**config.mk**
```make
export PLATFORM = sky130hd
export DESIGN_NAME = pattern_stream_issuer
export DESIGN_NICKNAME = d
export VERILOG_FILES = /design/src/rtl/pattern_stream_issuer.sv
export SDC_FILE = /design/constraint.sdc
export NUM_CORES = 1
export LEC_CHECK = 0
export BUFFER_PORTS_ARGS = -buffer_cell sky130_fd_sc_hd__buf_2
export CAP_MARGIN = 20
export CORE_MARGIN = 2
export CORE_UTILIZATION = 39
export CTS_CLUSTER_SIZE = 16
export DETAILED_ROUTE_END_ITERATION = 7
export SETUP_SLACK_MARGIN = 0.02
export SYNTH_ARGS = -nofsm -noshare
export SYNTH_HDL_FRONTEND = slang
export SYNTH_SLANG_ARGS = --single-unit
```
**constraint.sdc**
```tcl
create_clock -name clk -period 5.3 [get_ports clk]
set_clock_uncertainty 0.2 [all_clocks]
set_input_delay 0.265 -clock clk [delete_from_list [all_inputs] [get_ports clk]]
set_output_delay 0.265 -clock clk [all_outputs]
set_load 0.01 [all_outputs]
```
**src/rtl/pattern_stream_issuer.sv**
```systemverilog
module pattern_stream_issuer #(
  parameter int NREG      = 4,
  parameter int NBLK      = 32,
  parameter int AW        = 32,
  parameter int BLK_BYTES = 64,
  parameter int MAX_OUT   = 16,
  parameter int DROP_W    = 8
) (
  input  logic              clk,
  input  logic              rst_n,
  input  logic              load_valid,
  input  logic [AW-1:0]     load_base,
  input  logic [NBLK-1:0]   load_pattern,
  output logic              req_valid,
  input  logic              req_ready,
  output logic [AW-1:0]     req_addr,
  input  logic              done,
  output logic              busy,
  output logic              full,
  output logic [DROP_W-1:0] drop_count
);
  localparam int OFS_W = $clog2(BLK_BYTES);
  localparam int IDX_W = $clog2(NBLK);
  localparam int RW    = $clog2(NREG);
  localparam int CNT_W = $clog2(MAX_OUT + 1);

  logic [AW-1:0]   base_q [NREG];
  logic [NBLK-1:0] pend_q [NREG];
  logic [NREG-1:0] act;
  logic [RW-1:0]   ptr_q, sel, fidx;
  logic [IDX_W-1:0] bidx;
  logic [CNT_W-1:0] cnt_q;
  logic any_act, have_free, issue, ld_nz, ld_ok, dec;

  for (genvar i = 0; i < NREG; i++) begin : g_act
    assign act[i] = |pend_q[i];
  end

  always_comb begin
    any_act = 1'b0;
    sel = '0;
    for (int k = 0; k < NREG; k++) begin
      int j;
      j = int'(ptr_q) + k;
      if (j >= NREG) j = j - NREG;
      if (!any_act && act[j]) begin
        any_act = 1'b1;
        sel = RW'(j);
      end
    end
    bidx = '0;
    for (int b = NBLK - 1; b >= 0; b--)
      if (pend_q[sel][b]) bidx = IDX_W'(b);
    have_free = 1'b0;
    fidx = '0;
    for (int f = NREG - 1; f >= 0; f--)
      if (!act[f]) begin
        have_free = 1'b1;
        fidx = RW'(f);
      end
  end

  assign busy      = |act;
  assign full      = &act;
  assign req_valid = any_act && (cnt_q < CNT_W'(MAX_OUT));
  assign req_addr  = (base_q[sel] & ~AW'(BLK_BYTES - 1)) + (AW'(bidx) << OFS_W);
  assign issue     = req_valid && req_ready;
  assign ld_nz     = load_valid && (|load_pattern);
  assign ld_ok     = ld_nz && have_free;
  assign dec       = done && (cnt_q != '0);

  always_ff @(posedge clk) begin
    if (!rst_n) begin
      for (int i = 0; i < NREG; i++) begin
        pend_q[i] <= '0;
        base_q[i] <= '0;
      end
      ptr_q      <= '0;
      cnt_q      <= '0;
      drop_count <= '0;
    end else begin
      for (int i = 0; i < NREG; i++) begin
        if (issue && sel == RW'(i)) pend_q[i][bidx] <= 1'b0;
        if (ld_ok && fidx == RW'(i)) begin
          pend_q[i] <= load_pattern;
          base_q[i] <= load_base;
        end
      end
      if (issue) ptr_q <= sel + RW'(1);
      if (issue && !dec) cnt_q <= cnt_q + CNT_W'(1);
      else if (!issue && dec) cnt_q <= cnt_q - CNT_W'(1);
      if (ld_nz && !have_free && drop_count != '1) drop_count <= drop_count + DROP_W'(1);
    end
  end


  cnt_limit_chk: assert property (@(posedge clk) disable iff (!rst_n)
    cnt_q <= CNT_W'(MAX_OUT));


  cnt_up_chk: assert property (@(posedge clk) disable iff (!rst_n)
    (req_valid && req_ready && !done) |=> cnt_q == $past(cnt_q) + CNT_W'(1));


  hold_req_chk: assert property (@(posedge clk) disable iff (!rst_n)
    (req_valid && !req_ready && !load_valid) |=> (req_valid && $stable(req_addr)));


  drop_inc_chk: assert property (@(posedge clk) disable iff (!rst_n)
    (load_valid && (|load_pattern) && full && drop_count != '1)
      |=> drop_count == $past(drop_count) + DROP_W'(1));


  full_busy_chk: assert property (@(posedge clk) disable iff (!rst_n)
    full |-> busy);
endmodule

```
==> results of run 1 <==
cell families (layout without fill, tap and decap cells):
group                    after synthesis  in the layout  share of synthesized area, %
XOR/XNOR                              33             33                          2.00
multiplexers                          30             30                          2.58
AND/OR/NAND/NOR                      685            685                          26.0
flip-flops                           247            247                          50.3
AO/OA/AOI/OAI                        319            319                          13.0
other                                  1              6                        0.0260
adder cells (fa/ha/maj)               15             15                          1.40
buffers and inverters                157            557                          4.75
per-layer routing:
layer	GRT usage (%)	wire length, um	vias up
met5	0	0	-
met4	9.71	1640	0
met3	3.94	3590	101
met2	44.0	24100	555
met1	32.3	20400	6507
li1	-	-	6186
power groups by stage:
stage / clock (uW) / sequential, uW / combinational (uW)
after floorplan: 0 / 2300 / 1010
after global placement: 0 / 2300 / 1800
after detailed placement: 0 / 2300 / 1820
after CTS: 1940 / 2260 / 2010
after global routing: 2010 / 2280 / 2280
final: 1920 / 2270 / 2130
through the flow:
step                power (uW)  util (%)  std cells
global placement          4100      47.0       2218
CTS                       6220      52.2       2345
detailed placement        4120      47.0       2218
floorplan                 3310         -       1492
global route              6570      53.1       2360
finish                    6320      53.1       2360
cell usage after synthesis, types with 13 or more instances:
cell	number	area (um^2)
dfxtp_1	15	300
nand3_1	60	300
clkbuf_1	64	240
a21oi_1	59	295
mux2i_1	17	170
edfxtp_1	232	6970
nor2_1	84	315
ha_1	13	163
inv_1	49	184
buf_4	14	105
xnor2_1	18	158
nor3_1	30	150
and2_1	181	1130
buf_2	18	90.1
xor2_1	15	131
nand4_1	14	87.6
and3_1	74	463
nand2_1	127	477
nor4_1	59	369
o21ai_0	175	876
worst min-delay path, cell delays in order:
cell      delay, ns
buf_2          0.12
and2_1         0.26
nor2_1         0.13
a211oi_1       0.05
registers in the layout, summed over array words and instances (netlist names):
register	cells
drop_count	8
ptr_q	2
base_q	104
cnt_q	5
pend_q	128
path summary, 6_finish.rpt:
kind / start / end / slack (ns) / cells past startpoint
max: pend_q[0][14]$_SDFFCE_PN0P_ / req_addr[19] / -0.81 / 23
min: req_ready / ptr_q[0]$_SDFFE_PN0P_ / 0.13 / 4
max reg2reg: pend_q[3][0]$_DFFE_PP_ / pend_q[2][18]$_SDFFCE_PN0P_ / 0.26 / 22
min reg2reg: drop_count[7]$_SDFFE_PN0P_ / drop_count[7]$_SDFFE_PN0P_ / 0.31 / 2
area by class of cell:
type | count | area (um^2) | area share (%)
Clock inverter | 10 | 128 | 0.658
Inverter | 51 | 191 | 0.987
Tap cell | 468 | 586 | 3.02
Multi-Input combinational cell | 1088 | 7020 | 36.2
Timing Repair Buffer | 456 | 3440 | 17.7
Clock buffer | 40 | 764 | 3.94
Sequential cell | 247 | 7270 | 37.5
layout by cell type, fill, tap and decap left out, drive strengths merged, types with 34 or more instances in the layout:
cell type      n
buf          397
edfxtp       232
and2         181
o21ai        178
nand2        128
nor2          85
and3          74
nor4          62
nand3         60
a21oi         60
dlygate4sd3   58
inv           52
clkbuf        41
nor3          34
what timing repair did:
action | CTS | global route
gates resized for setup | 62 | 39
pin swaps | 33 | 15
hold endpoints to repair | 232 | 0
endpoints found under the setup margin | 26 | 57
gates cloned | 0 | 1
buffers inserted | 22 | 14
hold buffers | 58 | 0
==> impl_metrics.tcl, run 1 <==
set metrics [dict create \
    period_share_pct 115 \
    clkTransAtPathRegs_ns 0.06 \
    fp-row-count 70 \
    start_util_pct 39.6 \
    pwr-share-comb_pct 33.7 \
    crit_slowest_cell "or4_1" \
    internal_power_uw 4220 \
    min_period_ns 6.11 \
    cpPeakStageDelay_ns 0.44 \
    syn_to_final_growth_pct 34.3 \
    drt-total-wl_um 49700 \
    die_w_um 196 \
    overflow 0 \
    wl_per_cell_um 21.1 \
    avgSynthCellArea_um2 9.72 \
    dp_hpwl_um 33300 \
    fin_setup_tns_ns -13.83 \
    async_flop_share_pct 0 \
    worstSetupStartpointType "flop" \
    cts_buffers 27 \
    synth_edf_count 232 \
    violations "negative setup slack" \
    htree_levels 1 \
    ant_nets 0 \
    cp.required_ns 4.84 \
    p_per_area_nw_per_um2 326 \
    pwr-share-clk_pct 30.4 \
    vias 13300 \
    drive_above_1_share_pct 29.3 \
    clk_latency_ns 0.56 \
    design_area_um2 19400 \
    seq_area_frac_synth_pct 50.3 \
    drt_iter0_markers 1284 \
    layout_setup_ws_ns -0.813 \
    critPathTopFamily "compound AO/OA/AOI/OAI gates" \
    worst_slew_pin_slew_ns 0.996 \
    portBuffers 99 \
    drc 0 \
    die_area_um2 38600 \
    p_leak_uw 0.00788 \
    clockRootBuffer "clkbuf_16" \
    cp.arrival_ns 5.65 \
    yosys_warnings 0 \
    place_area_um2 17200 \
    synth_flop_cell "edfxtp_1" \
    crit_buf_inv 4 \
    holdWs_ns 0.131 \
    grt_start_max_net_pins 64 \
    cts_buffer_depth 3 \
    fillers 3275 \
    io_pins 112 \
    setup_viol 24 \
    place_ws_ns -0.754 \
    fmax_ghz 0.164 \
    maxCapViolCount 0 \
    crit_type "flop to output port" \
    netSwitchingFraction_pct 33.3 \
    grt_usage_pct 25.5 \
    chipHeight_um 196 \
    max_slew_margin_pct 33.4 \
    hold_viol 0 \
    grt_pass1_vias 13400 \
    hp-class "input port to flop" \
    synthesis.area_um2 14400 \
    cts.sinks 247 \
    vdd_drop_max_mv 0.250 \
    antenna_found_initial 0 \
    status "finished, violations left" \
    synth_cells 1487 \
    synthDistinctLibCells 77 \
    core_area_um2 36500 \
    via_per_inst 5.66 \
    worstSetupEndpointType "output port" \
    slew_viol_final 0 \
    fin_nets 1955 \
    place.gp.congestion 0.965 \
    crit_fanout 6 \
    rsz0062_at_grt "true" \
    sequentialPowerShare_pct 35.9 \
    grt_pass1_wl_um 75800 \
    crit_chain "nor4_4, buf_4, and4_4, nand2_2, a311o_1, nor2_4, inv_2, buf_6, or4_1, nand3_1, nand4b_1, a221oi_2, o21ai_2, and2_4, ha_4, a21o_1, nand3_2, o32ai_4, o31ai_4, a21oi_4, a221o_1, a22o_1, buf_2" \
    diodes 0 \
    cts_tree "yes" \
    firstDrtPassIters 5 \
    ys_ff_latch 247 \
    p_switching_uw 2110 \
]
Power figures use the tool's default switching activity.
==> run 2: changes to the inputs <==
--- a/config.mk
+++ b/config.mk
@@ -5,6 +5,7 @@
 export SDC_FILE = /design/constraint.sdc
 export NUM_CORES = 1
 export LEC_CHECK = 0
+export ABC_AREA = 1
 export BUFFER_PORTS_ARGS = -buffer_cell sky130_fd_sc_hd__buf_2
 export CAP_MARGIN = 20
 export CORE_MARGIN = 2
==> impl_metrics.tcl, run 2 <==
set metrics [dict create \
    status "finished, violations left" \
    violations "negative setup slack" \
    yosys-top-cells-count "377 x nor2_1, 362 x nand2_1, 232 x edfxtp_1" \
    regMostFlops "pend_q" \
    rsz0062_at_grt "true" \
    final_common_cell "nor2_1" \
    layout_common_cells "349 x nor2_1, 314 x nand2_1, 232 x edfxtp_1" \
    period_share_pct 129 \
    cts_buffer_depth 3 \
    overflow 0 \
    rr_endpoint "pend_q[0][25]$_SDFFCE_PN0P_" \
    drc 0 \
    synth_mux_area_share_pct 0 \
    r2r_setup_slack_ns 0.17 \
    seq_area_frac_synth_pct 50.5 \
    synth_cells 1712 \
    core_area_um2 36400 \
    hold_depth 6 \
    grt_pass1_wl_um 73200 \
    fillers 3326 \
    grt_pass1_vias 13400 \
    dp_hpwl_um 30300 \
    die_area_um2 38400 \
    clk_latency_ns 0.57 \
    cts_buffers 28 \
    wl_per_cell_um 19.7 \
    cts_tree "yes" \
    max_slew_margin_pct 38.7 \
    diodes 0 \
    yosys_warnings 0 \
    drt-total-wl_um 49500 \
    io_pins 112 \
    chipHeight_um 196 \
    grt_usage_pct 24.6 \
    crit_fanout 5 \
    largest_reg_flops 128 \
    cpMostUsedCell "nand2_1" \
    clockRootBuffer "clkbuf_16" \
    grt_start_max_net_pins 65 \
    synth_top_family_by_area "simple AND/OR/NAND/NOR gates" \
    cpPeakStageDelay_ns 0.42 \
    start_util_pct 39.5 \
    fin_nets 2115 \
    die_w_um 196 \
    yosysMostFrequentCell "nor2_1" \
    p_leak_uw 0.00839 \
    hp-start "done" \
    synth_compound_area_share_pct 10.7 \
    layout_setup_ws_ns -1.52 \
    hp-class "input port to flop" \
    synthXorXnorAreaFrac_pct 1.51 \
    grtUsageMet2_pct 41.7 \
    drt_iter0_markers 1221 \
    cp.required_ns 4.84 \
    worstSetupEndpointType "output port" \
    p_per_area_nw_per_um2 405 \
    p_total_uw 7810 \
    holdPathEnd "cnt_q[4]$_SDFFE_PN0P_" \
    reg2reg_from "pend_q[2][1]$_SDFFCE_PN0P_" \
    synth_flop_cell "edfxtp_1" \
    grt_util_met1_pct 31.7 \
    htree_levels 1 \
    clkTransAtPathRegs_ns 0.06 \
    worstSetupStartpointType "flop" \
    async_flop_share_pct 0 \
    firstDrtPassIters 6 \
    ys_ff_latch 247 \
    cp.arrival_ns 6.36 \
    antenna_found_initial 0 \
    portBuffers 99 \
    synth_fa_ha_area_share_pct 1.41 \
    maxCapViolCount 0 \
    setup_viol 26 \
    synthDistinctLibCells 60 \
    synth_top_area_share_pct 48.4 \
    fmax_ghz 0.147 \
    crit_type "flop to output port" \
    min_period_ns 6.82 \
    synth_edf_count 232 \
    grt_busiest_layer "met2" \
    cts.sinks 247 \
    hold_viol 0 \
    ant_nets 0 \
    holdWs_ns 0.0737 \
    drive_above_1_share_pct 27.4 \
    slew_viol_final 0 \
    fp-row-count 70 \
    synth_top_area_cell "edfxtp_1" \
    worst_slew_pin_slew_ns 0.918 \
    yosys-top-cells-area "edfxtp_1 48%, nor2_1 9.8%, nand2_1 9.4%, inv_1 4.3%, o21ai_0 2.7%" \
    final_core_util_pct 52.9 \
    via_per_inst 5.39 \
    yosys.area_share.simple_pct 27.6 \
    r2r_cells 32 \
    reg_top3 "pend_q x128, base_q x104, drop_count x8" \
    crit_slowest_cell "edfxtp_1" \
    place.gp.congestion 0.931 \
    vdd_drop_max_mv 0.407 \
    fin_setup_tns_ns -31.56 \
    vias 13600 \
    synthesis.area_um2 14400 \
    avgSynthCellArea_um2 8.41 \
    grt_use_met3_pct 3.08 \
    syn_to_final_growth_pct 34.1 \
]
## run 2: cell types whose count changed after synthesis, sizes merged, moves of 27 or more
| cell | before | now |
|---|---|---|
| inv | 51 | 172 |
| nand2 | 128 | 387 |
| o21bai | 6 | 33 |
| nor2 | 85 | 389 |
| and3 | 74 | 0 |
| o21ai | 178 | 98 |
| and2 | 181 | 1 |
| nor4 | 62 | 7 |
| nand4 | 14 | 60 |
| a32oi | 0 | 29 |
## run 2: power breakdown
group | internal [uW] | leakage [uW] | switching, uW
Sequential | 2220 | 0.00252 | 49.9
Clock | 1210 | 0.000460 | 804
Combinational | 1430 | 0.00541 | 2110
## run 2: layer usage
layer / wire length, um / share of wire, %
met5: 0 / 0
met4: 2630 / 5.3
met3: 3970 / 8.0
met2: 23500 / 47
met1: 19400 / 39
## run 2: how the worst max path moves through the flow
stage          slack, ns      endpoint                         from
2_1_floorplan      -0.51  req_addr[30]   pend_q[0][0]$_SDFFCE_PN0P_
3_3_place_gp       -1.06  req_addr[30]  pend_q[2][16]$_SDFFCE_PN0P_
3_5_place_dp       -1.08  req_addr[30]  pend_q[2][16]$_SDFFCE_PN0P_
5_1_grt            -2.02  req_addr[30]   pend_q[2][8]$_SDFFCE_PN0P_
4_1_cts            -1.35  req_addr[30]  pend_q[2][17]$_SDFFCE_PN0P_
6_report           -1.52  req_addr[30]   pend_q[2][1]$_SDFFCE_PN0P_
## run 2: what timing repair did
item	in CTS	in global routing
endpoints found under the hold margin	244	0
setup buffers	17	44
gates resized for setup	65	172
setup endpoints to repair	119	154
cloned	1	3
pin swaps	25	53
hold buffers	61	0
## run 2: logic make-up (layout without fill, tap and decap cells)
| family | Yosys count | in the layout |
|---|---|---|
| buffers and inverters | 268 | 601 |
| adders and majority gates | 15 | 15 |
| xor gates and xnor gates | 24 | 24 |
| other | 1 | 6 |
| DFF | 247 | 247 |
| AOI/OAI and AO/OA | 242 | 242 |
| and+or+nand+nor | 915 | 916 |
## run 2: layout make-up
class,count,area [um^2],share of cell area (%)
clock inverter,11,176,0.914
multi-input combinational,1203,6740,34.9
tap,468,586,3.04
sequential,247,7270,37.7
timing repair buffer,376,3070,15.9
clock buffer,39,772,4.00
inverter,175,683,3.54
## run 2: metrics by stage
stage / worst slack (ns) / cell area, um^2 / cells
after floorplan: -0.508 / 14500 / 1717
after global placement: -1.06 / 16300 / 2346
after detailed placement: -1.08 / 16300 / 2346
after CTS: -1.35 / 18300 / 2475
after global routing: -2.02 / 19300 / 2519
final: -1.52 / 19300 / 2519
## run 2: worst max-delay path, delay by kind of cell (launching register included)
kind | cells | cell delay (ns)
simple gates | 56 | 4.27
fa+ha+maj | 2 | 0.48
flops | 1 | 0.42
buf+inv | 4 | 0.39
xor+xnor | 1 | 0.19
